--- config.mk ---
export PLATFORM = sky130hd
export DESIGN_NAME = cmdseq_detect
export DESIGN_NICKNAME = d
export VERILOG_FILES = /design/src/rtl/cmdseq_pkg.sv /design/src/rtl/cmdseq_strobe.sv /design/src/rtl/cmdseq_match.sv /design/src/rtl/cmdseq_fsm.sv /design/src/rtl/cmdseq_detect.sv
export SDC_FILE = /design/constraint.sdc
export NUM_CORES = 1
export LEC_CHECK = 0
export BUFFER_PORTS_ARGS = -buffer_cell sky130_fd_sc_hd__buf_4
export CAP_MARGIN = 5
export CORE_UTILIZATION = 47
export DETAILED_ROUTE_END_ITERATION = 7
export GPL_TIMING_DRIVEN = 1
export HOLD_SLACK_MARGIN = 0.02
export MAX_ROUTING_LAYER = met4
export PLACE_DENSITY = 0.83
export SETUP_SLACK_MARGIN = 0.4
export SYNTH_ARGS = -nofsm -noshare
export SYNTH_HDL_FRONTEND = slang
export SYNTH_HIERARCHICAL = 1
export SYNTH_SLANG_ARGS = --single-unit
--- constraint.sdc ---
create_clock -name clk -period 2.1 [get_ports clk]
set_input_delay 0.105 -clock clk [delete_from_list [all_inputs] [get_ports clk]]
set_output_delay 0.105 -clock clk [all_outputs]
set_load 0.02 [all_outputs]
--- src/rtl/cmdseq_pkg.sv ---
`timescale 1ns/1ps
package cmdseq_pkg;
  localparam int CS_ADDR_W   = 15;
  localparam int CS_PREFIX_N = 5;

  typedef enum logic [1:0] {
    CMD_STORE    = 2'd0,
    CMD_RECALL   = 2'd1,
    CMD_AUTO_OFF = 2'd2,
    CMD_AUTO_ON  = 2'd3
  } cmd_code_e;

  localparam logic [CS_ADDR_W-1:0] ADR_STORE    = 15'h0FC0;
  localparam logic [CS_ADDR_W-1:0] ADR_RECALL   = 15'h0C63;
  localparam logic [CS_ADDR_W-1:0] ADR_AUTO_OFF = 15'h0B45;
  localparam logic [CS_ADDR_W-1:0] ADR_AUTO_ON  = 15'h0B46;

  // Order matters: step index i expects prefix_addr(i).
  function automatic logic [CS_ADDR_W-1:0] prefix_addr(input int idx);
    case (idx)
      0:       prefix_addr = 15'h0E38;
      1:       prefix_addr = 15'h31C7;
      2:       prefix_addr = 15'h03E0;
      3:       prefix_addr = 15'h3C1F;
      4:       prefix_addr = 15'h303F;
      default: prefix_addr = '0;
    endcase
  endfunction
endpackage

--- src/rtl/cmdseq_strobe.sv ---
`timescale 1ns/1ps
module cmdseq_strobe (
  input  logic clk,
  input  logic rst,
  input  logic ce_n_i,
  input  logic oe_n_i,
  input  logic we_n_i,
  output logic rd_stb_o,
  output logic wr_evt_o
);
  logic ce_q, oe_q;

  always_ff @(posedge clk) begin
    if (rst) begin
      ce_q <= 1'b1;
      oe_q <= 1'b1;
    end else begin
      ce_q <= ce_n_i;
      oe_q <= oe_n_i;
    end
  end

  logic ce_fall, oe_fall;
  assign ce_fall  = ce_q & ~ce_n_i;
  assign oe_fall  = oe_q & ~oe_n_i;
  assign rd_stb_o = we_n_i & ((ce_fall & ~oe_n_i) | (oe_fall & ~ce_n_i));
  assign wr_evt_o = ~ce_n_i & ~we_n_i;

  // one strobe per edge, never on two cycles in a row
  a_r5_single_edge: assert property (@(posedge clk) disable iff (rst)
    rd_stb_o |=> !rd_stb_o);
  // a strobe only ever accompanies an enabled read bus state
  a_r4_read_state: assert property (@(posedge clk) disable iff (rst)
    rd_stb_o |-> (!ce_n_i && !oe_n_i && we_n_i));
  // reads and writes never coincide
  a_r6_disjoint: assert property (@(posedge clk) disable iff (rst)
    wr_evt_o |-> !rd_stb_o);
endmodule

--- src/rtl/cmdseq_match.sv ---
`timescale 1ns/1ps
module cmdseq_match
  import cmdseq_pkg::*;
#(
  parameter int IGN_LSB = 2
) (
  input  logic [CS_ADDR_W-1:0]   addr_i,
  output logic [CS_PREFIX_N-1:0] pre_hit_o,
  output logic                   cmd_hit_o,
  output cmd_code_e              cmd_code_o
);
  localparam int HI = CS_ADDR_W - 1;

  for (genvar g = 0; g < CS_PREFIX_N; g++) begin : g_pre
    localparam logic [CS_ADDR_W-1:0] PFX = prefix_addr(g);
    assign pre_hit_o[g] = (addr_i[HI:IGN_LSB] == PFX[HI:IGN_LSB]);
  end

  logic hit_st, hit_rc, hit_off, hit_on;
  assign hit_st  = (addr_i[HI:IGN_LSB] == ADR_STORE[HI:IGN_LSB]);
  assign hit_rc  = (addr_i[HI:IGN_LSB] == ADR_RECALL[HI:IGN_LSB]);
  // the two automatic-store codes share the upper bits: full compare
  assign hit_off = (addr_i == ADR_AUTO_OFF);
  assign hit_on  = (addr_i == ADR_AUTO_ON);

  always_comb begin
    cmd_hit_o  = hit_st | hit_rc | hit_off | hit_on;
    cmd_code_o = CMD_STORE;
    if (hit_rc)       cmd_code_o = CMD_RECALL;
    else if (hit_off) cmd_code_o = CMD_AUTO_OFF;
    else if (hit_on)  cmd_code_o = CMD_AUTO_ON;
  end
endmodule

--- src/rtl/cmdseq_fsm.sv ---
`timescale 1ns/1ps
module cmdseq_fsm
  import cmdseq_pkg::*;
(
  input  logic                   clk,
  input  logic                   rst,
  input  logic                   busy_i,
  input  logic                   rd_stb_i,
  input  logic                   wr_evt_i,
  input  logic [CS_PREFIX_N-1:0] pre_hit_i,
  input  logic                   cmd_hit_i,
  input  cmd_code_e              cmd_code_i,
  output logic                   cmd_valid_o,
  output cmd_code_e              cmd_code_o
);
  localparam int STEP_W = $clog2(CS_PREFIX_N + 1);
  localparam int EXT_N  = 2 ** STEP_W;
  localparam logic [STEP_W-1:0] LAST = STEP_W'(CS_PREFIX_N);

  logic [STEP_W-1:0] step_q, step_d;
  logic [EXT_N-1:0]  hit_ext;
  logic              valid_d;
  cmd_code_e         code_d;

  assign hit_ext = {{(EXT_N - CS_PREFIX_N){1'b0}}, pre_hit_i};

  always_comb begin
    step_d  = step_q;
    valid_d = 1'b0;
    code_d  = cmd_code_o;
    if (busy_i || wr_evt_i) begin
      step_d = '0;
    end else if (rd_stb_i) begin
      if (step_q == LAST && cmd_hit_i) begin
        valid_d = 1'b1;
        code_d  = cmd_code_i;
        step_d  = '0;
      end else if (step_q != LAST && hit_ext[step_q]) begin
        step_d = step_q + 1'b1;
      end else begin
        step_d = pre_hit_i[0] ? STEP_W'(1) : '0;
      end
    end
  end

  always_ff @(posedge clk) begin
    if (rst) begin
      step_q      <= '0;
      cmd_valid_o <= 1'b0;
      cmd_code_o  <= CMD_STORE;
    end else begin
      step_q      <= step_d;
      cmd_valid_o <= valid_d;
      cmd_code_o  <= code_d;
    end
  end

  // the pulse lasts one cycle
  a_r2_one_cycle: assert property (@(posedge clk) disable iff (rst)
    cmd_valid_o |=> !cmd_valid_o);
  // a pulse follows a strobe on a command address
  a_r2_from_strobe: assert property (@(posedge clk) disable iff (rst)
    cmd_valid_o |-> $past(rd_stb_i && cmd_hit_i));
  // busy clears the series and blocks pulses
  a_r10_busy_blocks: assert property (@(posedge clk) disable iff (rst)
    busy_i |=> (!cmd_valid_o && step_q == '0));
  // a write leaves the detector idle
  a_r6_write_clears: assert property (@(posedge clk) disable iff (rst)
    wr_evt_i |=> (!cmd_valid_o && step_q == '0));
  // step never leaves its legal range
  a_r1_step_range: assert property (@(posedge clk) disable iff (rst)
    step_q <= LAST);
endmodule

--- src/rtl/cmdseq_detect.sv ---
`timescale 1ns/1ps
module cmdseq_detect
  import cmdseq_pkg::*;
#(
  parameter int IGN_LSB = 2
) (
  input  logic        clk,
  input  logic        rst,
  input  logic        busy_i,
  input  logic        ce_n_i,
  input  logic        oe_n_i,
  input  logic        we_n_i,
  input  logic [14:0] addr_i,
  output logic        cmd_valid_o,
  output logic [1:0]  cmd_code_o
);
  logic                   rd_stb, wr_evt, cmd_hit;
  logic [CS_PREFIX_N-1:0] pre_hit;
  cmd_code_e              hit_code, out_code;

  cmdseq_strobe i_strobe (
    .clk(clk), .rst(rst), .ce_n_i(ce_n_i), .oe_n_i(oe_n_i), .we_n_i(we_n_i),
    .rd_stb_o(rd_stb), .wr_evt_o(wr_evt)
  );

  cmdseq_match #(.IGN_LSB(IGN_LSB)) i_match (
    .addr_i(addr_i), .pre_hit_o(pre_hit), .cmd_hit_o(cmd_hit),
    .cmd_code_o(hit_code)
  );

  cmdseq_fsm i_fsm (
    .clk(clk), .rst(rst), .busy_i(busy_i), .rd_stb_i(rd_stb),
    .wr_evt_i(wr_evt), .pre_hit_i(pre_hit), .cmd_hit_i(cmd_hit),
    .cmd_code_i(hit_code), .cmd_valid_o(cmd_valid_o), .cmd_code_o(out_code)
  );

  assign cmd_code_o = out_code;
endmodule

==> qor.yml, run 1 <==
cpPeakStageDelay_ns: 0.51
clockBufferDepth: 2
grtUsageTotal: 0.2530
yosysTopAreaCell: "dfxtp_1"
wl_per_cell_um: 13.43
timing.fmax_mhz: 536.1
rr_endpoint: "i_fsm/cmd_code_o[1]"
synthTopCellsByCount: "dfxtp_1, nor2_1, nand2b_1"
synth.most_common_cell: "dfxtp_1"
netlist_instances: 80
rsz0062_at_grt: "yes"
die-area_um2: 1554
insertion_delay_ns: 0.25
cts_hold_buf: 0
h-tree-depth: 1
drt-total-wl_mm: 1.746
ys_top_cells_by_area: "dfxtp_1, mux2i_1, nand2b_1"
cts.sinks: 8
maxCapViolations: 0
hpwl_mm: 1.270
first_iter_violations: 14
syn_nets: 103
post-route-period-util: 0.8882
synth_top_area_frac: 0.2433
seq_area_frac_synth: 0.2433
cp-start-kind: "primary input"
hold_viol_final: 0
synth_edf_count: 0
crit-reg2reg-launch: "i_fsm/step_q[0]"
yosysWarnings: 6
cp-end-kind: "flip-flop"
maxSlewHeadroom: 0.7435
crit_family: "simple AND/OR/NAND/NOR gates"
drive_above_1_share: 0.4348
min_period_ns: 1.865
peakVddDrop_mv: 0.1999
num_antenna_cells: 0
grt_pass1_vias: 696
status: "finished, final reports clean"
worstPathCellList: "buf_6 -> and4bb_1 -> nand3_2 -> or4_4 -> o311ai_4 -> nand4_1 -> or3_4 -> mux2i_1 -> nor2_1"
arrival_ns: 2.00
p_sw_uw: 89.01
row_count: 13
syn_to_final_growth_pct: 52.09
cp-startpoint: "addr_i[10]"
grt_pass1_wl_mm: 2.622
crit_cells: 9
p_total_uw: 354.3
worst_pin_slew_ns: 0.3794
power.density_nw_per_um2: 353.9
grt_max_degree: 8
cts_tree: "built"
combPwrFrac: 0.225
r2r_slack_ns: 0.42
grt_antenna_before_repair: 0
drc: 0
pwr-share-clk: 0.336
synth_area_um2: 658.1
final_nets: 140
setup_viol: 0
drt_first_pass_iters: 4
required_ns: 2.23
intPower_uw: 265.3
final_max_slew_viol_count: 0
gp_congestion: 0.7957
r2r_cells: 5
power_frac_seq: 0.439
fin_worst_skew_ns: 0.0005114
slowest_stage: "or4_4"
crit_buf_inv: 1
vias: 764
core_um2: 1301
ios: 24
critPathKind: "in -> reg"
switching_share: 0.2512
ys_async_sr_fraction: 0
die_w_um: 39.42
vias_per_cell: 5.877
synth.distinct_cells: 33
drtAntennaViolNets: 0
crit_fanout: 2
start_util: 0.5058
gr-total-overflow: 0
power.static_leakage_uw: 0.0004386
clkTransAtPathRegs_ns: 0.06
yosys_register_bits: 8
ys.flop_type: "dfxtp_1"
setup.worst_path.end: "i_fsm/cmd_code_o[1]"
dieHeight_um: 39.42
finish.utilization: 0.7692
hp-class: "in -> reg"
numPortBuffers: 23
cts_inserted_buffers: 3
root_buffer: "clkbuf_4"
syn_area_per_cell_um2: 8.227
logic make-up (layout without fill, tap and decap cells):
group | after synthesis | count (layout) | share of synthesized area
flops | 8 | 8 | 0.2433
simple gates | 50 | 50 | 0.4924
xor+xnor | 1 | 1 | 0.01331
mux | 5 | 5 | 0.07605
fa+ha+maj | 2 | 2 | 0.03802
buf+inv | 5 | 40 | 0.02852
compound gates | 9 | 9 | 0.1084
metal layers:
layer | part of all wire | GRT usage | vias up
li1 | - | - | 370
met3 | 0.053 | 0.01705 | 4
met1 | 0.39 | 0.2651 | 357
met2 | 0.55 | 0.4795 | 33
met5 | 0 | - | -
met4 | 0.012 | 0.1034 | 0
sequential cells by signal, summed over array words and instances, names as in the netlist:
name	cells
i_fsm/step_q	3
i_fsm/cmd_valid_o	1
i_strobe/ce_q	1
i_fsm/cmd_code_o	2
i_strobe/oe_q	1
through the flow:
stage	hold slack (ns)	instances	cell area [um2]	setup slack, ns	TNS, ns
finish	0.05056	130	1001	0.2348	0
global route	0.05353	130	1001	0.2051	0
CTS	0.03920	128	952.2	0.3226	0
detailed placement	0.3087	121	872.1	-0.004835	-0.004835
global placement	0.2979	121	872.1	0.1130	0
floorplan	0.1774	80	658.1	0.2601	0
cells in the final DEF (no fill, tap or decap), types with 2 or more instances in the layout:
| master | count |
|---|---|
| nor4b_1 | 2 |
| or2_2 | 2 |
| clkbuf_4 | 3 |
| inv_1 | 5 |
| or2_1 | 2 |
| ha_1 | 2 |
| buf_6 | 2 |
| nor2b_1 | 3 |
| buf_4 | 29 |
| nand4_1 | 5 |
| or3_1 | 2 |
| nor4_1 | 3 |
| o21ai_1 | 2 |
| mux2i_1 | 5 |
| nor2_1 | 7 |
| nor4_2 | 2 |
| nand2b_1 | 6 |
| nand2_1 | 4 |
| dfxtp_1 | 8 |
how the worst min path moves through the flow:
| stage | from | endpoint | slack, ns | depth (start not counted) |
|---|---|---|---|---|
| 2_1_floorplan | rst | i_fsm/cmd_code_o[0] | 0.18 | 1 |
| 3_3_place_gp | rst | i_fsm/cmd_code_o[1] | 0.30 | 2 |
| 3_5_place_dp | rst | i_fsm/cmd_code_o[0] | 0.31 | 2 |
| 4_1_cts | rst | i_fsm/cmd_code_o[0] | 0.04 | 2 |
| 6_report | rst | i_fsm/cmd_code_o[0] | 0.05 | 2 |
| 5_1_grt | rst | i_fsm/cmd_code_o[0] | 0.05 | 2 |
power groups by stage:
stage / Combinational, uW / Sequential (uW) / Clock, uW
after global routing: 86.0 / 156 / 126
after floorplan: 20.1 / 158 / 0
final: 79.6 / 155 / 119
after detailed placement: 65.2 / 159 / 0
after CTS: 70.0 / 156 / 116
after global placement: 63.8 / 159 / 0
cell type report:
cell class | count | area (um2)
sequential | 8 | 160.2
clock buffer | 3 | 22.52
timing repair buffer | 32 | 255.2
inverter | 5 | 18.77
tap | 15 | 18.77
fill | 101 | 300.3
multi-input combinational | 67 | 525.5
timing repair:
item	in CTS	in global routing
pin swaps	2	3
endpoints found under the setup margin	2	3
resized for setup	5	8
setup buffers	4	2
No activity file was read; power rests on OpenSTA's default activity.
==> run 2, diff against run 1 <==
- CORE_UTILIZATION: 47 -> 48
- PLACE_DENSITY: 0.83 -> 0.84
- SYNTH_HIERARCHICAL: 1 -> default
==> qor.yml, run 2 <==
status: "finished, final reports clean"
p_sw_uw: 87.18
slowest_stage: "dfxtp_1"
power_frac_seq: 0.445
grt_pass1_wl_mm: 2.670
root_buffer: "clkbuf_4"
p_total_uw: 351.9
rr_endpoint: "i_fsm.step_q[0]"
required_ns: 2.26
rsz0062_at_grt: "no"
mostFrequentLayoutCells: "buf_4, nor2_1, dfxtp_1, nand4_1, inv_1"
dieHeight_um: 39.80
ys_async_sr_fraction: 0
die-area_um2: 1584
ys_top_cells_by_area: "dfxtp_1, nand4_1, nor2_1"
finalNonFillerCells: 122
seq_area_frac_synth: 0.2336
combPwrFrac: 0.237
maxSlewHeadroom: 0.7399
grt_pass1_vias: 684
num_antenna_cells: 0
max_flop_register: "i_fsm.step_q"
yosys_register_bits: 8
crit_cells: 5
grt_antenna_before_repair: 0
holdCritStartpoint: "rst"
first_iter_violations: 15
grt_max_degree: 9
largest_reg_flops: 3
hp-class: "in -> reg"
fin_worst_skew_ns: 0.002043
layout_commonest_cell: "buf_4"
synthTopCellsByCount: "dfxtp_1, nor2_1, nand4_1, inv_1"
ys.flop_type: "dfxtp_1"
synth_top_area_frac: 0.2336
cts_tree: "built"
drt_first_pass_iters: 4
wl_per_cell_um: 13.61
pwr-share-clk: 0.318
netlist_instances: 80
cp-end-kind: "flip-flop"
crit_fanout: 8
drc: 0
switching_share: 0.2477
fillers: 114
setup_viol: 0
intPower_uw: 264.7
core_um2: 1318
gp_congestion: 0.8666
syn_to_final_growth_pct: 33.21
hold_end: "i_fsm.cmd_code_o[0]"
cp-startpoint: "i_fsm.step_q[0]"
arrival_ns: 1.73
crit_family: "simple AND/OR/NAND/NOR gates"
crit-reg2reg-launch: "i_fsm.step_q[0]"
largest_registers: "i_fsm.step_q (3), i_fsm.cmd_code_o (2)"
syn_area_per_cell_um2: 8.571
drt-total-wl_mm: 1.661
start_util: 0.5204
r2r_slack_ns: 0.53
synth_area_um2: 685.7
vias_per_cell: 6.033
dpl.cell_count: 119
peakVddDrop_mv: 0.1444
maxCapViolations: 0
cts_inserted_buffers: 3
holdPathStages: 2
final_max_slew_viol_count: 0
power.density_nw_per_um2: 385.3
synth.distinct_cells: 38
numPortBuffers: 23
yosysWarnings: 0
vias: 736
post-route-period-util: 0.7473
hold_viol_final: 0
grtUsageTotal: 0.2485
syn_nets: 103
power.static_leakage_uw: 0.0003791
final_nets: 132
drtAntennaViolNets: 0
timing.fmax_mhz: 637.2
cpPeakStageDelay_ns: 0.38
yosysTopAreaCell: "dfxtp_1"
worst_pin_slew_ns: 0.3870
insertion_delay_ns: 0.25
clockBufferDepth: 2
gr-total-overflow: 0
hpwl_mm: 1.384
worstPathCellList: "nor4b_2 -> nand4_1 -> a31oi_1 -> nand4b_1 -> a211oi_1"
crit_buf_inv: 0
r2r_cells: 5
min_period_ns: 1.569
ios: 24
tns_ns: 0
row_count: 13
cp-start-kind: "flip-flop"
cts.sinks: 8
h-tree-depth: 1
drive_above_1_share: 0.4112
synth_edf_count: 0
critPathKind: "reg -> reg"
die_w_um: 39.80
clkTransAtPathRegs_ns: 0.05
[run 2: cell types whose count changed in the layout (fill, tap and decap cells not counted), sizes merged, moves of 3 or more]
cell,change
or3,-3
and3b,+3
nor2b,-3
mux2i,-5
nand2b,-6
buf,-8
nor4,-4
[run 2: routing by layer]
| layer | global-route usage | up-vias | wire length [um] | share of wire |
|---|---|---|---|---|
| li1 | - | 372 | - | - |
| met3 | 0.02273 | 2 | 56 | 0.034 |
| met2 | 0.4426 | 24 | 915 | 0.55 |
| met5 | - | - | 0 | 0 |
| met1 | 0.2791 | 338 | 681 | 0.41 |
| met4 | 0.1034 | 0 | 8 | 0.0048 |
[run 2: final cells by class]
type                       instances  area, um2  area share
multi-input combinational         67      513.0      0.5616
timing repair buffer              24      180.2      0.1973
sequential                         8      160.2      0.1753
clock buffer                       3      22.52     0.02466
inverter                           5      18.77     0.02055
tap                               15      18.77     0.02055
[run 2: worst max-delay path by stage]
stage                     endpoint  slack (ns)
4_1_cts            i_fsm.step_q[0]        0.47
2_1_floorplan  i_fsm.cmd_code_o[0]        0.66
6_report           i_fsm.step_q[0]        0.53
5_1_grt            i_fsm.step_q[0]        0.42
3_5_place_dp       i_fsm.step_q[0]        0.49
3_3_place_gp       i_fsm.step_q[0]        0.51
[run 2: power by group through the flow]
stage | clock network (uW) | logic, uW | registers (uW)
after floorplan | 0 | 33.2 | 159
after global placement | 0 | 80.7 | 159
after detailed placement | 0 | 82.7 | 159
after CTS | 116 | 83.0 | 156
after global routing | 123 | 91.0 | 157
final | 112 | 83.5 | 156
[run 2: timing repair]
action,in CTS,in global routing
setup endpoints to repair,0,1
buffers inserted,0,0
hold buffers,0,0
resized for setup,0,1
[run 2: through the flow]
step	setup slack, ns	utilization	instance area, um2	hold WS, ns
after floorplan	0.6569	-	685.7	0.1729
after global placement	0.5130	0.6714	884.6	0.3023
after detailed placement	0.4882	0.6714	884.6	0.3042
after CTS	0.4672	0.6885	907.1	0.03976
after global routing	0.4224	0.6933	913.4	0.04363
final	0.5307	0.6933	913.4	0.04858
[run 2: cells by family (layout without fill, tap and decap cells)]
kind of cell | Yosys count | in the layout | synth area share
flops | 8 | 8 | 0.2336
buf+inv | 5 | 32 | 0.02738
simple gates | 47 | 47 | 0.4781
compound gates | 16 | 16 | 0.1989
xor+xnor | 2 | 2 | 0.02555
fa+ha+maj | 2 | 2 | 0.03649
==> run 3, diff against run 2 <==
- clock period: 2.1 -> 1.5 ns (I/O delays scaled with it)
==> qor.yml, run 3 (synthesized netlist as in run 2, its figures left out) <==
worst_pin_slew_ns: 0.3835
required_ns: 1.68
p_sw_uw: 158.1
grt_antenna_before_repair: 0
numPortBuffers: 23
insertion_delay_ns: 0.27
dpl.cell_count: 121
holdCritStartpoint: "rst"
core_um2: 1318
die-area_um2: 1584
rsz0062_at_grt: "yes"
crit_cells: 5
pwr-share-clk: 0.359
gp_congestion: 0.8657
crit-reg2reg-launch: "i_fsm.step_q[0]"
hold_viol_final: 0
finalNonFillerCells: 128
h-tree-depth: 1
cts.sinks: 8
vias: 779
grt_pass1_wl_mm: 2.891
ios: 24
first_iter_violations: 22
critPathKind: "reg -> reg"
power_frac_seq: 0.395
drc: 0
syn_to_final_growth_pct: 48.91
cts_tree: "built"
drt_first_pass_iters: 4
p_total_uw: 546.7
finish.utilization: 0.7749
cpPeakStageDelay_ns: 0.37
clockBufferDepth: 2
wl_per_cell_um: 15.02
slowest_stage: "dfxtp_4"
largest_reg_flops: 3
tns_ns: 0
cp-start-kind: "flip-flop"
die_w_um: 39.80
layout_commonest_cell: "buf_4"
num_antenna_cells: 0
hold_end: "i_strobe.ce_q"
r2r_cells: 5
combPwrFrac: 0.246
post-route-period-util: 0.9262
max_flop_register: "i_fsm.step_q"
start_util: 0.5204
clkTransAtPathRegs_ns: 0.07
grtUsageTotal: 0.2806
final_nets: 137
rr_endpoint: "i_fsm.step_q[0]"
worstPathCellList: "nor4b_4 -> nand4_1 -> a31oi_2 -> nand4b_1 -> a211oi_1"
power.density_nw_per_um2: 535.5
vias_per_cell: 6.086
intPower_uw: 388.7
crit_fanout: 6
row_count: 13
r2r_slack_ns: 0.11
drive_above_1_share: 0.5044
maxSlewHeadroom: 0.7424
grt_pass1_vias: 732
holdPathStages: 2
status: "finished, final reports clean"
peakVddDrop_mv: 0.2691
crit_family: "simple AND/OR/NAND/NOR gates"
dieHeight_um: 39.80
crit_buf_inv: 0
drtAntennaViolNets: 0
root_buffer: "clkbuf_4"
timing.fmax_mhz: 719.8
fin_worst_skew_ns: 0.005256
setup_viol: 0
mostFrequentLayoutCells: "buf_4, nor2_1, nand4_1, inv_1, dfxtp_1"
hpwl_mm: 1.445
min_period_ns: 1.389
grt_max_degree: 8
maxCapViolations: 0
cts_inserted_buffers: 3
whs_ns: 0.01420
power.static_leakage_uw: 0.0004154
switching_share: 0.2891
arrival_ns: 1.57
hp-class: "in -> reg"
cp-end-kind: "flip-flop"
drt-total-wl_mm: 1.922
gr-total-overflow: 0
largest_registers: "i_fsm.step_q (3), i_fsm.cmd_code_o (2)"
final_max_slew_viol_count: 0
-- run 3: worst max-delay path by stage --
stage / slack, ns / endpoint / from
2_1_floorplan: 0.17 / i_fsm.cmd_code_o[0] / i_strobe.ce_q
5_1_grt: 0.02 / i_fsm.step_q[0] / i_fsm.step_q[0]
6_report: 0.11 / i_fsm.step_q[0] / i_fsm.step_q[0]
3_3_place_gp: 0.07 / i_fsm.cmd_code_o[0] / addr_i[7]
3_5_place_dp: 0.02 / i_fsm.cmd_code_o[0] / addr_i[7]
4_1_cts: 0.08 / i_fsm.step_q[0] / i_fsm.step_q[0]
-- run 3: through the flow --
stage,setup WS [ns],area [um2]
6_report,0.1108,1021
5_1_grt,0.02007,1021
4_1_cts,0.07521,1002
3_5_place_dp,0.01967,939.7
3_3_place_gp,0.07136,939.7
2_1_floorplan,0.1738,725.7
-- run 3: final cells by class --
| class | count | area (um2) |
|---|---|---|
| multi-input cells | 67 | 566.8 |
| fillers | 90 | 296.5 |
| repair buffers | 29 | 220.2 |
| flip-flops and latches | 8 | 170.2 |
| clock buffers | 4 | 26.28 |
| inverters | 5 | 18.77 |
| well taps | 15 | 18.77 |
-- run 3: per-layer routing --
metal,vias to the layer above,part of all wire,global-route usage
met5,-,0,-
met4,0,0.0068,0.1466
met3,2,0.047,0.04545
met2,28,0.55,0.5000
met1,368,0.39,0.2919
li1,381,-,-
-- run 3: power by group through the flow --
stage / logic, uW / clock network [uW] / registers, uW
2_1_floorplan: 50.8 / 0 / 222
3_3_place_gp: 121 / 0 / 223
3_5_place_dp: 125 / 0 / 223
4_1_cts: 132 / 183 / 216
5_1_grt: 144 / 198 / 217
6_report: 134 / 196 / 216
-- run 3: what timing repair did --
item | 4_1_cts | 5_1_grt
pin swaps | 4 | 1
endpoints found under the hold margin | 2 | 0
gates resized for setup | 2 | 3
buffers inserted | 2 | 0
hold buffers | 1 | 0
gates cloned | 0 | 0
setup endpoints to repair | 6 | 6
